<file path="src/rtl/pin_cond_pkg.sv">
package pin_cond_pkg;

    // States of the level filter; the encoding equals the level it drives
    typedef enum logic {
        LVL_LOW  = 1'b0,
        LVL_HIGH = 1'b1
    } lvl_state_e;

endpackage

</file>
<file path="src/rtl/pc_sample_chain.sv">
module pc_sample_chain #(
    parameter int DEPTH = 3
) (
    input  logic             clk,
    input  logic             rst_n,
    input  logic             din,
    output logic [DEPTH-1:0] taps
);

    // taps[0] holds the newest sample, taps[DEPTH-1] the oldest
    logic [DEPTH-1:0] chain_q;

    always_ff @(posedge clk or negedge rst_n) begin
        if (!rst_n) begin
            chain_q <= '0;
        end else begin
            chain_q <= {chain_q[DEPTH-2:0], din};
        end
    end

    assign taps = chain_q;

endmodule

</file>
<file path="src/rtl/pc_edge_oneshot.sv">
module pc_edge_oneshot #(
    parameter int DEPTH = 3
) (
    input  logic             clk,
    input  logic             rst_n,
    input  logic [DEPTH-1:0] taps,
    output logic             pulse
);

    localparam int NEWER = DEPTH - 1;

    // all newer samples high, oldest sample still low
    logic fire;
    logic pulse_q;

    always_comb begin
        fire = (&taps[NEWER-1:0]) & ~taps[NEWER];
    end

    always_ff @(posedge clk or negedge rst_n) begin
        if (!rst_n) begin
            pulse_q <= 1'b0;
        end else begin
            pulse_q <= fire;
        end
    end

    assign pulse = pulse_q;

endmodule

</file>
<file path="src/rtl/pc_level_filter.sv">
module pc_level_filter
    import pin_cond_pkg::*;
#(
    parameter int DEPTH = 3
) (
    input  logic             clk,
    input  logic             rst_n,
    input  logic [DEPTH-1:0] taps,
    output logic             level
);

    lvl_state_e state_q;
    lvl_state_e state_d;
    logic       all_hi;
    logic       all_lo;

    always_comb begin
        all_hi = &taps;
        all_lo = ~|taps;
    end

    // next-state: RISE, FALL, otherwise HOLD
    always_comb begin
        state_d = state_q;
        unique case (state_q)
            LVL_LOW:  if (all_hi) state_d = LVL_HIGH;
            LVL_HIGH: if (all_lo) state_d = LVL_LOW;
            default:  state_d = LVL_LOW;
        endcase
    end

    always_ff @(posedge clk or negedge rst_n) begin
        if (!rst_n) begin
            state_q <= LVL_LOW;
        end else begin
            state_q <= state_d;
        end
    end

    // output decode from the state flop only
    always_comb begin
        unique case (state_q)
            LVL_HIGH: level = 1'b1;
            default:  level = 1'b0;
        endcase
    end

endmodule

</file>
<file path="src/rtl/pin_conditioner.sv">
module pin_conditioner #(
    parameter int SAMPLES = 3
) (
    input  logic clk,
    input  logic rst_n,
    input  logic raw_in,
    output logic edge_pulse,
    output logic stable_level
);

    logic [SAMPLES-1:0] taps;

    pc_sample_chain #(.DEPTH(SAMPLES)) u_chain (
        .clk   (clk),
        .rst_n (rst_n),
        .din   (raw_in),
        .taps  (taps)
    );

    pc_edge_oneshot #(.DEPTH(SAMPLES)) u_oneshot (
        .clk   (clk),
        .rst_n (rst_n),
        .taps  (taps),
        .pulse (edge_pulse)
    );

    pc_level_filter #(.DEPTH(SAMPLES)) u_level (
        .clk   (clk),
        .rst_n (rst_n),
        .taps  (taps),
        .level (stable_level)
    );

endmodule

</file>
<file path="config.mk">
export PLATFORM = sky130hd
export DESIGN_NAME = pin_conditioner
export DESIGN_NICKNAME = d
export VERILOG_FILES = /design/src/rtl/pin_cond_pkg.sv /design/src/rtl/pc_sample_chain.sv /design/src/rtl/pc_edge_oneshot.sv /design/src/rtl/pc_level_filter.sv /design/src/rtl/pin_conditioner.sv
export SDC_FILE = /design/constraint.sdc
export NUM_CORES = 1
export LEC_CHECK = 0
export BUFFER_PORTS_ARGS = -buffer_cell sky130_fd_sc_hd__buf_2
export CELL_PAD_IN_SITES_DETAIL_PLACEMENT = 1
export CELL_PAD_IN_SITES_GLOBAL_PLACEMENT = 2
export CORE_AREA = 2 2 39 41
export DETAILED_ROUTE_END_ITERATION = 6
export DIE_AREA = 0 0 41 43
export HOLD_SLACK_MARGIN = 0.06
export PLACE_DENSITY_LB_ADDON = 0.1
export REMOVE_ABC_BUFFERS = 1
export SETUP_SLACK_MARGIN = 0.3
export SKIP_LAST_GASP = 1
export SLEW_MARGIN = 15
export SYNTH_ARGS = -nofsm -noshare
export SYNTH_HDL_FRONTEND = slang
export SYNTH_SLANG_ARGS = --single-unit
</file>
<file path="constraint.sdc">
create_clock -name clk -period 0.9 [get_ports clk]
set_input_delay 0.045 -clock clk [delete_from_list [all_inputs] [get_ports clk]]
set_output_delay 0.045 -clock clk [all_outputs]
set_load 0.01 [all_outputs]
</file>
==> Word-level counts from Yosys, hierarchy flattened <==
Cells that the tools add are included.
{ "classes": {"mux": 4, "bitwise_logic": 3, "reduce_logical": 3} }
{ "ops": {"columns": ["operator", "count"], "rows": [
  ["$mux 1", 3],
  ["$reduce_and 3->1", 1],
  ["$reduce_or 3->1", 1],
  ["$not 1->1", 2],
  ["$pmux 1 s2", 1],
  ["$reduce_and 2->1", 1],
  ["$and 1x1->1", 1]
]} }
{ "word_totals": {"out_inout_bits": 2, "regBits": 5, "wordCells": 13, "inputBits": 3} }

==> Longest topological paths before layout <==
{ "depth": {"depth_word": 3, "depth_mapped": 2, "ltp_nobuf": 2} }

==> Cells and area by module <==
Synthesis repeated with hierarchy kept, for this count alone.
{ "unflattened": {"cells_unflattened": 10, "area_unflattened_um2": 152.6} }
{ "by_module_without_submodules": {"columns": ["module", "cells_per_inst", "area_each_um2", "seq_area_each_um2", "n_inst"], "rows": [
  ["pc_sample_chain", 3, 75.1, 75.1, 1],
  ["pc_level_filter", 5, 43.8, 25.0, 1],
  ["pc_edge_oneshot", 2, 33.8, 25.0, 1]
]} }

==> Worst setup path before layout <==
No wires, ideal clock.
{ "synth_path": {"path_kind": "register to register", "from": "register u_chain.chain_q[1] (netlist: u_chain.taps[1])", "to": "register u_level.state_q", "synth_period_minus_slack_ns": 0.702, "path_buffers": 0, "setup_time_ns": 0.125, "arrival_time_ns": 0.576, "path_slack_ns": 0.198, "path_stages_with_launch": 3, "t_required_ns": 0.775, "cell_sequence": "dfrtp_1 > o21ai_0 > o21ai_1"} }
{ "synth_between": {"elab_chain_cells": 3, "word_cells_on_any_way": 5, "classes_between": "mux: 3; reduce/logical: 2"} }
{ "synth_lines": {"columns": ["item", "line_no", "text"], "rows": [
  ["start: declaration", "pc_sample_chain.sv:11", "logic [DEPTH-1:0] chain_q;"],
  ["start signal: assignment", "pc_sample_chain.sv:17", "chain_q <= {chain_q[DEPTH-2:0], din};"],
  ["$reduce_or 3->1 / $reduce_and 3->1 (equally long branches)", "pc_level_filter.sv:19, pc_level_filter.sv:18", null],
  ["$mux 1 (on tied branches)", "pc_level_filter.sv:27, pc_level_filter.sv:26", null],
  ["$pmux 1 s2 (*)", "pc_level_filter.sv:25", "unique case (state_q)"],
  ["via u_level.state_d", "pc_level_filter.sv:13", "lvl_state_e state_d;"],
  ["end signal: assignment", "pc_level_filter.sv:36", "state_q <= state_d;"],
  ["end: declaration", "pc_level_filter.sv:12", "lvl_state_e state_q;"]
]} }
The timed path passes the listed nets; every way through them passes the cells marked *.

==> Final worst setup path <==
{ "layout_path": {"from": "register u_level.state_q", "to": "output port stable_level"} }
{ "layout_between": {"elab_chain_cells": 1} }
{ "layout_lines": {"columns": ["item", "line_no", "text"], "rows": [
  ["$mux 1", "pc_level_filter.sv:42", "unique case (state_q)"],
  ["end: declaration", "pin_conditioner.sv:8", "output logic stable_level"]
]} }
Every way passes these cells.

==> results.cfg <==
[place]
gp_congestion = 0.6757
io_buffers = 4
placed_cell_area_um2 = 191.4

[timing]
fmax_mhz = 1221
drv_slew = 0
finalHoldViolations = 0
fin_worst_skew_ns = 0.002403
rsz0062_at_grt = yes
period_minus_slack_ns = 0.8187
hold_ws_ns = 0.1495
fin_tns_setup_ns = 0
setup_viol_count_final = 0
final.period_utilization = 0.9096
worst_pin_slew_ns = 0.1221
slew_headroom = 0.9181

[power_and_ir_drop]
cellLeakagePower_nw = 0.1111
power.density_mw_per_mm2 = 2245
ir_drop_mv = 0.7728
power.total_mw = 0.5422

[worst_setup_path]
reg2reg_to = u_level.state_q
path_class = reg -> out
rrSetupSlack_ns = 0.13
critPathArrivalTime_ns = 0.77
critPathCaptureType = output port
worst_r2r_startpoint = u_chain.taps[1]
cp_slowest_stage_delay_ns = 0.39
cp-start-kind = register
path_delay_family = flip-flops
required_ns = 0.85
crit_path_cell_trace = buf_2
critPathBufInv = 1
reg2regPathDepth = 2
cp_max_fo = 3
cpMaxStageDelayCell = dfrtp_1

[job]
maxCapViolCount = 0

[route]
drt_pass1_iterations = 1
wl_per_cell_um = 8.889
via_per_inst = 3.028
vias = 109
route.detailed.drc = 0
routed_wl_um = 320
ant_nets = 0
drt_iter0_markers = 0

[status]
status = completed

[yosys]
ys_types = 6
synth_area_leaders = dfrtp_1 83%, and3_2 5.0%, a21oi_1 3.3%
synth_area_per_cell_um2 = 15.14
ys.flop_type = dfrtp_1
yosysMostFrequentCell = dfrtp_1
synth_edf_count = 0
seq_area_frac_synth = 0.8264
yosysWarnings = 0
ys_ff_latch = 5
synth_top_area_share = 0.8264
synth_largest_area_cell = dfrtp_1
syn_area_um2 = 151.4
syn_inst = 10
async_flop_share = 1.000

[min_path]
hold_path_class = in -> async

[layout]
drive_above_1_share = 0.4500
syn_to_final_growth_pct = 59.50
diodes = 0
fin_nets = 24
final_cell_area_um2 = 241.5
finalCoreUtilization = 0.1745

[global_route]
antenna_found_initial = 0
grt_overflow_total = 0
grt_max_degree = 6
grt_pass1_vias = 125
grt_use_total = 0.05045
grt_pass1_wl_um = 489

[die]
fp.dieW_um = 41
ioPinCount = 5
dieArea_mm2 = 0.001763
die_h_um = 43
start_util = 0.1094
core_mm2 = 0.001384
num_rows = 14

[clock_network]
cts_sinks = 5
clkLatencyLatePin_ns = 0.24
root_buffer = clkbuf_4
cts_max_level = 1
clk_pin_slew_worst_paths_ns = 0.04
postCtsSetupRepairBufs = 0
cts_tree = yes
clockBufferDepth = 2
cts_buffers = 3
-- sequential cells by signal (all words and copies together), names as in the netlist --
signal           flops
u_level.state_q      1
u_chain.taps         3
u_oneshot.pulse      1
-- timing repair --
item | in CTS | in global routing
gates resized for setup | 1 | 2
endpoints found under the hold margin | 6 | 0
hold buffers | 2 | 0
endpoints found under the setup margin | 4 | 4
pin swaps | 1 | 0
-- layout make-up --
class                      instances  area [um2]
fill                             166        1142
sequential                         5       125.1
timing repair buffer               6       40.04
multi-input combinational          4       26.28
clock buffer                       4       26.28
tap                               16       20.02
inverter                           1       3.754
-- per-layer routing --
| layer | global-route usage | wire length (um) | up-vias |
|---|---|---|---|
| met4 | 0.02000 | 0 | 0 |
| met2 | 0.05938 | 145 | 5 |
| met3 | 0.07853 | 41 | 0 |
| li1 | - | - | 53 |
| met5 | 0 | 0 | - |
| met1 | 0.04248 | 134 | 51 |
-- stage by stage --
step / worst slack (ns) / std cells
2_1_floorplan: 0.1985 / 10
3_3_place_gp: 0.1039 / 30
3_5_place_dp: 0.07602 / 30
4_1_cts: 0.06763 / 36
5_1_grt: 0.05183 / 36
6_report: 0.08132 / 36
-- report_power, final --
| part | total (mW) | leakage [nW] | internal, mW | switching (mW) |
|---|---|---|---|---|
| Sequential | 0.250 | 0.0588 | 0.240 | 0.0106 |
| Combinational | 0.0385 | 0.0373 | 0.0204 | 0.0181 |
| Clock | 0.253 | 0.0150 | 0.167 | 0.0860 |
-- worst max path at each step --
stage,start,cells past startpoint,endpoint
2_1_floorplan,u_chain.taps[1],2,u_level.state_q
3_3_place_gp,u_chain.taps[1],2,u_level.state_q
3_5_place_dp,u_chain.taps[1],2,u_level.state_q
4_1_cts,u_level.state_q,1,stable_level
5_1_grt,u_level.state_q,1,stable_level
6_report,u_level.state_q,1,stable_level
-- cells in the final DEF, fill, tap and decap left out --
cell and instances:
dfrtp_1 5, buf_2 4, clkbuf_4 3, o21ai_1 2, dlygate4sd3_1 2, inv_2 1
and3_4 1, a21oi_1 1, clkbuf_1 1
-- cells by family after synthesis --
logic type,synth area share
AOI/OAI and AO/OA,0.09908
buffers and inverters,0.02477
DFF,0.8264
and+or+nand+nor,0.04961
Power figures use the tool's default switching activity.
